**config.mk**
```make
export PLATFORM = sky130hd
export DESIGN_NAME = dual_port_ctl_regs
export DESIGN_NICKNAME = d
export VERILOG_FILES = /design/src/rtl/crb_pkg.sv /design/src/rtl/crb_index_xlate.sv /design/src/rtl/crb_arbiter.sv /design/src/rtl/crb_regfile.sv /design/src/rtl/dual_port_ctl_regs.sv
export SDC_FILE = /design/constraint.sdc
export NUM_CORES = 1
export LEC_CHECK = 0
export ABC_AREA = 1
export BUFFER_PORTS_ARGS = -buffer_cell sky130_fd_sc_hd__buf_2
export CAP_MARGIN = 10
export CORE_MARGIN = 1.5
export CORE_UTILIZATION = 25
export DETAILED_ROUTE_END_ITERATION = 10
export PLACE_DENSITY = 0.5
export SYNTH_ARGS = -nofsm -noshare
export SYNTH_HDL_FRONTEND = slang
export SYNTH_SLANG_ARGS = --single-unit
```
**constraint.sdc**
```tcl
create_clock -name clk -period 7.95 [get_ports clk]
set_input_delay 1.59 -clock clk [delete_from_list [all_inputs] [get_ports clk]]
set_output_delay 1.59 -clock clk [all_outputs]
set_load 0.005 [all_outputs]
```
**src/rtl/crb_pkg.sv**
```systemverilog
package crb_pkg;
  localparam int DATA_W = 64;

  // word indices whose positions matter to the two address maps
  localparam logic [5:0] IX_FAULT     = 6'h00;
  localparam logic [5:0] IX_FAULT_AND = 6'h01;
  localparam logic [5:0] IX_FAULT_OR  = 6'h02;
  localparam logic [5:0] IX_ACT0      = 6'h06;
  localparam logic [5:0] IX_ACT1      = 6'h07;
  localparam logic [5:0] IX_BASE      = 6'h0A;
  localparam logic [5:0] IX_SBASE     = 6'h0B;
  localparam logic [5:0] IX_CTL       = 6'h0E;
  localparam logic [5:0] IX_EMASK     = 6'h0F;
  localparam logic [5:0] IX_CTL_SET   = 6'h12;
  localparam logic [5:0] IX_CTL_CLR   = 6'h13;
  localparam logic [5:0] IX_DMAUP     = 6'h14;
  localparam logic [5:0] IX_ISTAT     = 6'h15;

  localparam logic [DATA_W-1:0] BASE_KEEP  = 64'h0003_FFFF_FFF0_0000;
  localparam logic [DATA_W-1:0] SBASE_KEEP = 64'h0003_FFFF_0000_0000;
  localparam logic [DATA_W-1:0] ALL_ONES   = {DATA_W{1'b1}};

  typedef enum logic [1:0] {SRC_NONE, SRC_SB, SRC_MM} src_e;

  typedef struct packed {
    logic              vld;
    logic              we;
    logic              ok;
    src_e              src;
    logic [5:0]        idx;
    logic [DATA_W-1:0] wdata;
  } req_t;
endpackage

```
**src/rtl/crb_index_xlate.sv**
```systemverilog
module crb_index_xlate #(
  parameter int ADDR_W     = 8,
  parameter int IDX_W      = 6,
  parameter int OFS        = 10,
  parameter int ALIGN_BITS = 3
) (
  input  logic [ADDR_W-1:0] addr,
  output logic [IDX_W-1:0]  idx,
  output logic              aligned
);
  localparam int WORD_W = ADDR_W - ALIGN_BITS;

  logic [WORD_W-1:0] word;

  assign word    = addr[ADDR_W-1:ALIGN_BITS];
  assign idx     = IDX_W'(word) + IDX_W'(OFS);
  assign aligned = (addr[ALIGN_BITS-1:0] == '0);
endmodule

```
**src/rtl/crb_arbiter.sv**
```systemverilog
module crb_arbiter
  import crb_pkg::*;
#(
  parameter int IDX_W = 6
) (
  input  logic              sb_req,
  input  logic              sb_we,
  input  logic [IDX_W-1:0]  sb_idx,
  input  logic [DATA_W-1:0] sb_wdata,
  input  logic              mm_req,
  input  logic              mm_we,
  input  logic [IDX_W-1:0]  mm_idx,
  input  logic              mm_aligned,
  input  logic [DATA_W-1:0] mm_wdata,
  output logic              mm_ready,
  output req_t              grant
);
  always_comb begin
    mm_ready    = ~sb_req;
    grant       = '0;
    grant.src   = SRC_NONE;
    if (sb_req) begin
      grant.vld   = 1'b1;
      grant.we    = sb_we;
      grant.ok    = 1'b1;
      grant.src   = SRC_SB;
      grant.idx   = 6'(sb_idx);
      grant.wdata = sb_wdata;
    end else if (mm_req) begin
      grant.vld   = 1'b1;
      grant.we    = mm_we;
      grant.ok    = mm_aligned;
      grant.src   = SRC_MM;
      grant.idx   = 6'(mm_idx);
      grant.wdata = mm_wdata;
    end
  end
endmodule

```
**src/rtl/crb_regfile.sv**
```systemverilog
module crb_regfile
  import crb_pkg::*;
#(
  parameter logic [DATA_W-1:0] DEF_BASE  = 64'h0000_1234_5678_9ABC,
  parameter int                REMAP_BIT = 62
) (
  input  logic              clk,
  input  logic              rst,
  input  req_t              grant,
  output logic              sb_rvalid,
  output logic [DATA_W-1:0] sb_rdata,
  output logic              mm_rvalid,
  output logic [DATA_W-1:0] mm_rdata,
  output logic              wr_reject,
  output logic [DATA_W-1:0] win_base,
  output logic              win_en,
  output logic              remap_strobe
);
  localparam int NPLAIN = 4;
  localparam logic [NPLAIN*6-1:0] PLAIN_IX = {IX_DMAUP, IX_EMASK, IX_ACT1, IX_ACT0};
  localparam logic [DATA_W-1:0] BASE_RST = (DEF_BASE & BASE_KEEP) | 64'd1;

  logic [DATA_W-1:0] fault_q, fault_n;
  logic [DATA_W-1:0] ctl_q, ctl_n;
  logic [DATA_W-1:0] base_q, base_n;
  logic [DATA_W-1:0] sbase_q, sbase_n;
  logic [DATA_W-1:0] plain_q [NPLAIN];
  logic [NPLAIN-1:0] plain_hit;
  logic [DATA_W-1:0] rd;
  logic              rej_n;
  logic              wr_go;

  assign wr_go = grant.vld & grant.we & grant.ok;

  always_comb begin
    fault_n = fault_q;
    ctl_n   = ctl_q;
    base_n  = base_q;
    sbase_n = sbase_q;
    rej_n   = 1'b0;
    rd      = ALL_ONES;
    for (int i = 0; i < NPLAIN; i++) begin
      plain_hit[i] = (grant.idx == PLAIN_IX[i*6 +: 6]);
    end

    if (grant.ok) begin
      case (grant.idx)
        IX_FAULT: rd = fault_q;
        IX_BASE:  rd = base_q;
        IX_SBASE: rd = sbase_q;
        IX_CTL:   rd = ctl_q;
        IX_ISTAT: rd = '0;
        default: begin
          for (int i = 0; i < NPLAIN; i++) begin
            if (plain_hit[i]) rd = plain_q[i];
          end
        end
      endcase
    end

    if (grant.vld && grant.we) begin
      if (!grant.ok) begin
        rej_n = 1'b1;
      end else begin
        case (grant.idx)
          IX_FAULT:     fault_n = grant.wdata;
          IX_FAULT_AND: fault_n = fault_q & grant.wdata;
          IX_FAULT_OR:  fault_n = fault_q | grant.wdata;
          IX_BASE: begin
            if (grant.src == SRC_MM) rej_n = 1'b1;
            else base_n = grant.wdata & (BASE_KEEP | 64'd1);
          end
          IX_SBASE:     sbase_n = grant.wdata & SBASE_KEEP;
          IX_CTL:       ctl_n = grant.wdata;
          IX_CTL_SET:   ctl_n = ctl_q | grant.wdata;
          IX_CTL_CLR:   ctl_n = ctl_q & ~grant.wdata;
          IX_ISTAT:     rej_n = 1'b1;
          default:      rej_n = ~(|plain_hit);
        endcase
      end
    end
  end

  for (genvar g = 0; g < NPLAIN; g++) begin : g_plain
    always_ff @(posedge clk) begin
      if (rst) plain_q[g] <= '0;
      else if (wr_go && plain_hit[g]) plain_q[g] <= grant.wdata;
    end
  end

  always_ff @(posedge clk) begin
    if (rst) begin
      fault_q      <= '0;
      ctl_q        <= '0;
      base_q       <= BASE_RST;
      sbase_q      <= '0;
      wr_reject    <= 1'b0;
      remap_strobe <= 1'b0;
      sb_rvalid    <= 1'b0;
      mm_rvalid    <= 1'b0;
      sb_rdata     <= '0;
      mm_rdata     <= '0;
    end else begin
      fault_q      <= fault_n;
      ctl_q        <= ctl_n;
      base_q       <= base_n;
      sbase_q      <= sbase_n;
      wr_reject    <= rej_n;
      remap_strobe <= ctl_n[REMAP_BIT] ^ ctl_q[REMAP_BIT];
      sb_rvalid    <= grant.vld & ~grant.we & (grant.src == SRC_SB);
      mm_rvalid    <= grant.vld & ~grant.we & (grant.src == SRC_MM);
      if (grant.vld && !grant.we && grant.src == SRC_SB) sb_rdata <= rd;
      if (grant.vld && !grant.we && grant.src == SRC_MM) mm_rdata <= rd;
    end
  end

  assign win_base = base_q & BASE_KEEP;
  assign win_en   = base_q[0];
endmodule

```
**src/rtl/dual_port_ctl_regs.sv**
```systemverilog
module dual_port_ctl_regs
  import crb_pkg::*;
#(
  parameter int                ADDR_W     = 8,
  parameter int                IDX_W      = 6,
  parameter int                MM_IDX_OFS = 10,
  parameter logic [63:0]       DEF_BASE   = 64'h0000_1234_5678_9ABC,
  parameter int                REMAP_BIT  = 62
) (
  input  logic              clk,
  input  logic              rst,
  input  logic              sb_req,
  input  logic              sb_we,
  input  logic [IDX_W-1:0]  sb_idx,
  input  logic [63:0]       sb_wdata,
  output logic              sb_ready,
  output logic              sb_rvalid,
  output logic [63:0]       sb_rdata,
  input  logic              mm_req,
  input  logic              mm_we,
  input  logic [ADDR_W-1:0] mm_addr,
  input  logic [63:0]       mm_wdata,
  output logic              mm_ready,
  output logic              mm_rvalid,
  output logic [63:0]       mm_rdata,
  output logic              wr_reject,
  output logic [63:0]       win_base,
  output logic              win_en,
  output logic              ctl_remap_strobe
);
  logic [IDX_W-1:0] mm_idx;
  logic             mm_aligned;
  req_t             grant;

  assign sb_ready = 1'b1;

  crb_index_xlate #(
    .ADDR_W(ADDR_W), .IDX_W(IDX_W), .OFS(MM_IDX_OFS), .ALIGN_BITS(3)
  ) u_xlate (
    .addr(mm_addr), .idx(mm_idx), .aligned(mm_aligned)
  );

  crb_arbiter #(.IDX_W(IDX_W)) u_arb (
    .sb_req(sb_req), .sb_we(sb_we), .sb_idx(sb_idx), .sb_wdata(sb_wdata),
    .mm_req(mm_req), .mm_we(mm_we), .mm_idx(mm_idx), .mm_aligned(mm_aligned),
    .mm_wdata(mm_wdata), .mm_ready(mm_ready), .grant(grant)
  );

  crb_regfile #(.DEF_BASE(DEF_BASE), .REMAP_BIT(REMAP_BIT)) u_rf (
    .clk(clk), .rst(rst), .grant(grant),
    .sb_rvalid(sb_rvalid), .sb_rdata(sb_rdata),
    .mm_rvalid(mm_rvalid), .mm_rdata(mm_rdata),
    .wr_reject(wr_reject), .win_base(win_base), .win_en(win_en),
    .remap_strobe(ctl_remap_strobe)
  );
endmodule

```
==> metrics.md, run 1 <==
| Metric | Value |
|---|---|
| Ys flop type | `dfxtp_1` |
| Slew @ Worst Pin | `1.21 ns` |
| Area of the multi-input gates | `10,400 µm²` |
| Drt first-iter violations | `1,783` |
| CTS sink cnt | `roughly 570` |
| Port bufs | `311` |
| Simple-gate share of the synthesized area | `27.5%` |
| Fillers | `between 10,000 and 15,000` |
| Post-synthesis compound-gate area fraction | `10.3%` |
| CP peak stage delay | `0.82 ns` |
| FMAX | `0.195 GHz` |
| Switching part of the total power | `26.5%` |
| IO Pins | `347` |
| Setup ws final | `between 2 and 3 ns` |
| Buf/Inv on CP | `3` |
| RSZ-0062 raised after global routing | `false` |
| Startpoint types | `primary input` |
| Clock skew | `around 0.025 ns` |
| Arrival time worst endpoint | `around 5.7 ns` |
| CTS root buf | `clkbuf_16` |
| First-pass GRT wire length | `145 mm` |
| Die height | `330 µm` |
| DR DRC count | `0` |
| Final setup TNS | `0 ns` |
| Crit-path max FO | `64` |
| Die area | `109,000 µm²` |
| Drt first pass iters | `5` |
| H-tree depth | `3` |
| CTS Hold Bufs | `0` |
| Share of layout cells above drive strength 1 | `13.7%` |
| Syn Inst Count | `between 3,000 and 4,000` |
| Die Wd | `330 µm` |
| # Max-Cap Violations | `0` |
| Worst EP required | `between 8 and 9 ns` |
| Wirelength per Cell | `19.5 µm` |
| Reg clk slew, reported paths | `about 0.06 ns` |
| Final Core Density | `between 20% and 30%` |
| Post-synthesis xor/xnor area fraction | `0%` |
| Routed WL | `98.6 mm` |
| CP dominant cell by count | `nand2_1` |
| Main combinational cell family by area after synthesis | `simple AND/OR/NAND/NOR gates` |
| Rel. slew slack | `19.1%` |
| Initial core utilization | `approximately a quarter` |
| Design area | `approximately 32,000 µm²` |
| Syn Area/Cell | `7.81 µm²` |
| Post-synthesis adder-cell area fraction | `0.0469%` |
| Mux share of post-synthesis cell area | `0%` |
| P per Cell Area | `about 220 nW/µm²` |
| Lkg Pwr | `13.6 nW` |
| Min-delay worst type | `reg2reg` |
| Yosys cell types | `35` |
| Overflow after GRT | `0` |
| CTS tree | `yes` |
| Syn Std Cell Area | `~27,000 µm²` |
| Logic pwr share | `10.3%` |
| Worst slack, placed | `2.14 ns` |
| Seq/Total Area, Yosys | `about half` |
| Slowest cell on the critical path | `buf_4` |
| Critical Path Sink Type | `flip-flop` |
| P&R area growth vs syn | `18.3%` |
| Most frequent cells in the layout | `557 x nand2_1, 556 x nor2_1, 457 x nand3_1, 390 x inv_1` |
| Worst Hold Slack | `0.449 ns` |
| CP delay by family, top | `simple AND/OR/NAND/NOR gates` |
| Switching power | `0.00184 W` |
| Synth warn | `0` |
| Vias in the first global route | `21,927` |
| Post_cts resized | `0` |
| Pint | `0.00509 W` |
| Worst skew pair latency | `0.62 ns` |
| Register Area | `13,900 µm²` |
| Post-synth EDFFs | `256` |
| Tcrit/Tclk final | `64.4%` |
| Via count | `23,349` |
| Post-DRT Antenna Nets | `0` |
| CTS buffer count | `67` |
| Reg power frac | `46.1%` |
| Initial antenna violation count | `5` |
| CP cell instances | `buf_4, buf_4, nand2_1, nand2_1, nand2_2, nor2_4, nand2_1, a21oi_4, buf_4, nand2_1, nand2_1, nand2_1, a21oi_1` |
| Core area | `106,000 µm²` |
| Final HPWL from detailed placement | `about 60 mm` |
| Asr flop ratio synth | `0%` |
| Final hold vios | `0` |
| Critical path class | `in2reg` |
| Status | `finished, final reports clean` |
| Row count | `119` |
| Gr usage total | `17.8%` |
| #FFs+latches synth | `565` |
| Final Max Slew Viols | `0` |
| Largest net degree at the start of global routing | `194` |
| Most common cell after layout, fill and taps aside | `nand2_1` |
| Setup violators final | `0` |
| Clock power share | `around 44%` |
| Final min period | `~5.1 ns` |
| Clk buf depth | `3` |
| Area after DPL | `29,500 µm²` |
| Via density | `4.62` |
| Peak VDD IR | `0.000121 V` |
| Nets | `3,761` |
| Post-CTS setup buffers | `0` |
| GP Congestion | `0.775` |
worst register-to-register path: stages (launching register included):
cell and delay, ns:
dfxtp_1 0.31, nand3_1 0.07, o21ai_0 0.15, nor3_1 0.44
nand3_1 0.16, nand2_1 0.09, inv_1 0.04
flip-flops by register name, indices dropped and copies added, names as in the netlist:
register           cells
u_rf.plain_q         256
u_rf.sb_rdata         64
u_rf.sb_rvalid         1
u_rf.base_q           31
u_rf.mm_rdata         64
u_rf.remap_strobe      1
u_rf.sbase_q          18
u_rf.mm_rvalid         1
u_rf.ctl_q            64
u_rf.fault_q          64
u_rf.wr_reject         1
synth_stat cells (2+ instances only):
cell      number  area (µm²)
inv_2         10        37.5
buf_2         42         210
o21ai_0      150         751
a31oi_1        2        12.5
nor2_4         3        33.8
o21ai_1       12        60.1
a21oi_1      174         871
nand2_1      561        2110
buf_6          6        67.6
nand3b_1      26         195
nand3_1      461        2310
dfxtp_1      309        6190
inv_1        390        1460
or2_1         40         250
clkbuf_1     159         597
nor2_1       561        2110
nand4_1        3        18.8
nor2_2         3        18.8
o211ai_1       7        52.6
buf_1         18        67.6
nor3_1        29         145
conb_1         2        7.51
buf_4         37         278
edfxtp_1     256        7690
or2_2         24         150
o21a_1        64         480
a211oi_1      64         480
path summary, 6_finish.rpt:
kind	depth (start not counted)	slack, ns	from	endpoint
worst min register to register	2	0.45	u_rf.sbase_q[42]	u_rf.sbase_q[42]
worst min-delay path	2	0.45	u_rf.sbase_q[42]	u_rf.sbase_q[42]
worst max register to register	6	6.58	u_rf.ctl_q[49]	u_rf.mm_rdata[49]
worst max-delay path	13	2.83	sb_req	u_rf.ctl_q[62]
area by class of cell:
class                           count  share of cell area (%)
Antenna cell                        1                 0.00792
Clock buffer                      103                    6.14
Clock inverter                     17                   0.467
Inverter                          400                    4.77
Multi-Input combinational cell   2227                    33.0
Sequential cell                   565                    43.9
Tap cell                         1391                    5.51
Timing Repair Buffer              351                    6.15
logic make-up (layout without fill, tap and decap cells):
family	count (synthesis)	after routing
simple gates	1714	1714
buf+inv	662	871
flops	565	565
compound gates	477	477
other cells	2	36
fa+ha+maj	1	1
metrics by stage:
stage,total power (W),std cells
final,0.00693,5055
after global routing,0.00721,5054
after CTS,0.00701,5054
after detailed placement,0.00398,4934
after global placement,0.00398,4934
after floorplan,0.00368,3454
power by group through the flow:
stage	clock network [W]	registers, W	logic [W]
after floorplan	0	0.00327	0.000409
after global placement	0	0.00326	0.000721
after detailed placement	0	0.00326	0.000722
after CTS	0.00309	0.00320	0.000725
after global routing	0.00320	0.00321	0.000794
final	0.00302	0.00320	0.000714
routing by layer:
metal	vias to the layer above	routed length, µm	GRT usage [%]	share of wire (%)
met5	-	11	0	0.011
met4	2	1970	4.85	2.0
met3	101	7340	3.90	7.4
met2	678	43200	27.6	44
met1	11149	46100	24.8	47
li1	11419	-	-	-
Note: power is estimated with default switching activity, not from simulation.
==> run 2: changes to the inputs <==
- ABC_AREA: 1 -> 0
- PLACE_DENSITY: 0.5 -> 0.49
- clock period: 7.95 -> 5.4 ns (I/O delays scaled with it)
==> run 2 against run 1 <==
- die area decreased by 5.5%
- cell area decreased by 4.0%
- critical path depth decreased by 5
- area after synthesis decreased by 5.6%
- global-route usage about the same
- critical endpoint is now u_rf.mm_rdata[1]
- largest power group is now clock
==> metrics.md, run 2 <==
| Metric | Value |
|---|---|
| Post_cts resized | `0 (unchanged)` |
| Placed cells | `3,923 (was 4,934)` |
| Largest cells by area after synthesis | `edfxtp_1 30%, dfxtp_1 25%, nor2_1 6.7%, o21ai_0 3.6%, a311oi_1 3.5% (was edfxtp_1 29%, dfxtp_1 23%, nand3_1 8.6%, nand2_1 7.9%, nor2_1 7.9%)` |
| Drt first-iter violations | `1,684 (was 1,783)` |
| Via density | `5.19 (was 4.62)` |
| Syn Std Cell Area | `25,200 µm² (was 26,700 µm²)` |
| Worst skew pair latency | `0.64 ns (was 0.62 ns)` |
| Routed WL | `95.0 mm (was 98.6 mm)` |
| CTS tree | `yes (unchanged)` |
| Crit-path max FO | `62 (was 64)` |
| Simple-gate share of the synthesized area | `12.1% (was 27.5%)` |
| Tcrit/Tclk final | `about 70%` |
| Initial core utilization | `25.2% (was 25.3%)` |
| Finished Layout Cells | `4,058 (was 5,055)` |
| Main combinational cell family by area after synthesis | `compound AO/OA/AOI/OAI gates (was simple AND/OR/NAND/NOR gates)` |
| Startpoint types | `primary input (unchanged)` |
| Final Core Density | `30.3% (was 29.9%)` |
| CTS sink cnt | `565 (unchanged)` |
| Worst hold endpoint | `u_rf.fault_q[9] (was u_rf.sbase_q[42])` |
| Worst EP required | `5.92 ns (was 8.50 ns)` |
| Largest net degree at the start of global routing | `99 (was 194)` |
| Setup violators final | `0 (unchanged)` |
| IO Pins | `347 (unchanged)` |
| Final hold vios | `0 (unchanged)` |
| DR DRC count | `0 (unchanged)` |
| P per Cell Area | `346 nW/µm² (was 219 nW/µm²)` |
| Post-synthesis adder-cell area fraction | `0.0496% (was 0.0469%)` |
| Hold path depth | `2 (unchanged)` |
| Commonest cells post-synth | `449 x nor2_1, 309 x dfxtp_1, 256 x edfxtp_1, 203 x clkbuf_1, 181 x o21ai_0 (was 561 x nand2_1, 561 x nor2_1, 461 x nand3_1, 390 x inv_1, 309 x dfxtp_1)` |
| GP Congestion | `0.795 (was 0.775)` |
| Final min period | `3.77 ns` |
| Count leader, synth | `nor2_1` |
| P&R area growth vs syn | `20.2% (was 18.3%)` |
| Mux share of post-synthesis cell area | `0.0447% (was 0%)` |
| Post-synthesis xor/xnor area fraction | `0.0695% (was 0%)` |
| Final setup TNS | `0 ns (unchanged)` |
| Max reg flops | `256 (unchanged)` |
| Worst r2r dst | `u_rf.sb_rdata[30] (was u_rf.mm_rdata[49])` |
| Critical hold path startpoint | `u_rf.fault_q[9] (was u_rf.sbase_q[42])` |
| Port bufs | `311 (unchanged)` |
| Largest reg by FF count | `u_rf.plain_q (unchanged)` |
| Synth warn | `0 (unchanged)` |
| Critical path class | `in2reg (unchanged)` |
| Post-synthesis compound-gate area fraction | `27.5% (was 10.3%)` |
| Drt first pass iters | `8 (was 5)` |
| Lkg Pwr | `10.7 nW (was 13.6 nW)` |
| Share of layout cells above drive strength 1 | `22.2% (was 13.7%)` |
| Asr flop ratio synth | `0% (unchanged)` |
| FMAX | `0.266 GHz` |
| Via count | `21,073 (was 23,349)` |
| R2R Path Start | `u_rf.plain_q[1][30] (was u_rf.ctl_q[49])` |
| Die height | `321 µm (was 330 µm)` |
| Vias in the first global route | `19,474 (was 21,927)` |
| Largest area contributor in the netlist | `edfxtp_1 (unchanged)` |
| Syn Inst Count | `2,496 (was 3,421)` |
| Clk buf depth | `3 (unchanged)` |
| CTS root buf | `clkbuf_16 (unchanged)` |
| Gr usage total | `17.8% (about the same)` |
| H-tree depth | `3 (unchanged)` |
| First-pass GRT wire length | `137 mm (was 145 mm)` |
| Overflow after GRT | `0 (unchanged)` |
| Slew @ Worst Pin | `1.26 ns (was 1.21 ns)` |
| Rel. slew slack | `16.0% (was 19.1%)` |
| Most frequent cells in the layout | `444 x nor2_1, 309 x buf_2, 309 x dfxtp_1, 256 x edfxtp_1, 181 x o21ai_0 (was 557 x nand2_1, 556 x nor2_1, 457 x nand3_1, 390 x inv_1)` |
| Clock skew | `0.0305 ns (was 0.0250 ns)` |
| CTS Hold Bufs | `0 (unchanged)` |
| Syn Area/Cell | `10.1 µm² (was 7.81 µm²)` |
| Most common cell after layout, fill and taps aside | `nor2_1 (was nand2_1)` |
| Row count | `116 (was 119)` |
| Critical Path Sink Type | `flip-flop (unchanged)` |
| Arrival time worst endpoint | `4.29 ns (was 5.67 ns)` |
| Peak VDD IR | `0.000177 V (was 0.000121 V)` |
| # Max-Cap Violations | `0 (unchanged)` |
| Critical path origin | `sb_req (unchanged)` |
| Final HPWL from detailed placement | `62.2 mm (was 58.7 mm)` |
| Core area | `100,000 µm² (was 106,000 µm²)` |
| Status | `finished, final reports clean (unchanged)` |
| #FFs+latches synth | `565 (unchanged)` |
| Met2 WL | `43.5 mm (was 43.2 mm)` |
| Ys flop type | `dfxtp_1 (unchanged)` |
| WL met3 | `6.52 mm (was 7.34 mm)` |
| Nets | `2,846 (was 3,761)` |
| Seq/Total Area, Yosys | `55.0% (was 51.9%)` |
| Reg clk slew, reported paths | `0.06 ns (about the same)` |
| Initial antenna violation count | `11 (was 5)` |
| Post-CTS setup buffers | `0 (unchanged)` |
| Uppermost layer routed | `met5 (unchanged)` |
| Die Wd | `321 µm (was 330 µm)` |
| Wirelength per Cell | `23.4 µm (was 19.5 µm)` |
| Routed metal-1 wirelength | `43.3 mm (was 46.1 mm)` |
| Reg2reg setup slack | `3.51 ns (was 6.58 ns)` |
| RSZ-0062 raised after global routing | `false (unchanged)` |
| Yosys cell types | `63 (was 35)` |
| Top cell type's share of synthesized area | `30.5% (was 28.8%)` |
| Post-DRT Antenna Nets | `0 (unchanged)` |
| Post-synth EDFFs | `256 (unchanged)` |
| Min-delay worst type | `reg2reg (unchanged)` |
| Reg2reg path depth | `5 (was 6)` |
| CTS buffer count | `70 (was 67)` |
| Die area | `103,000 µm² (was 109,000 µm²)` |
| Final Max Slew Viols | `0 (unchanged)` |
-- run 2: per-stage QoR --
step / cell area, µm² / hold WS [ns] / total power, W / setup slack (ns)
final: 30300 / 0.474 / 0.0105 / 1.63
after CTS: 30300 / 0.474 / 0.0106 / 1.66
after global routing: 30300 / 0.491 / 0.0108 / 1.34
after floorplan: 25300 / 0.449 / 0.00535 / 1.04
after global placement: 28000 / 0.458 / 0.00580 / 1.09
after detailed placement: 28000 / 0.466 / 0.00581 / 1.00
-- run 2: logic make-up after synthesis --
kind of cell             Yosys count
other                              2
flip-flops                       565
multiplexers                       1
AO/OA/AOI/OAI                    936
buffers and inverters            291
XOR/XNOR                           2
AND/OR/NAND/NOR                  698
adder cells (fa/ha/maj)            1
-- run 2: routing by layer --
| layer | vias to the layer above | track usage (%) |
|---|---|---|
| met2 | 677 | 28.1 |
| met1 | 10489 | 24.6 |
| met4 | 2 | 4.86 |
| met3 | 102 | 3.56 |
| met5 | - | 0 |
| li1 | 9803 | - |
-- run 2: critical path: stages --
cell,delay (ns)
buf_6,0.36
nor2_1,0.18
nor2_2,0.85
a211oi_1,0.25
nor4_4,0.38
buf_4,0.62
o211ai_1,0.25
a311oi_2,0.28
-- run 2: where the power goes --
group          switching (W)  internal [W]
registers          0.0000647       0.00463
logic               0.000699      0.000309
clock network        0.00197       0.00280
total                0.00273       0.00774
-- run 2: area by class of cell --
| class | instances | area, µm² |
|---|---|---|
| antenna | 5 | 12.5 |
| clock buffer | 103 | 2050 |
| clock inverter | 27 | 267 |
| fill | 10346 | 69700 |
| inverter | 16 | 60.1 |
| multi-input combinational | 1673 | 10400 |
| sequential | 565 | 13900 |
| tap | 1298 | 1620 |
| timing repair buffer | 371 | 2070 |
-- run 2: how the worst max path moves through the flow --
stage | end | cells past startpoint
final | u_rf.mm_rdata[1] | 8
after global placement | u_rf.mm_rdata[1] | 8
after floorplan | u_rf.plain_q[2][0] | 8
after global routing | u_rf.plain_q[1][36] | 6
after detailed placement | u_rf.mm_rdata[44] | 8
after CTS | u_rf.mm_rdata[1] | 8
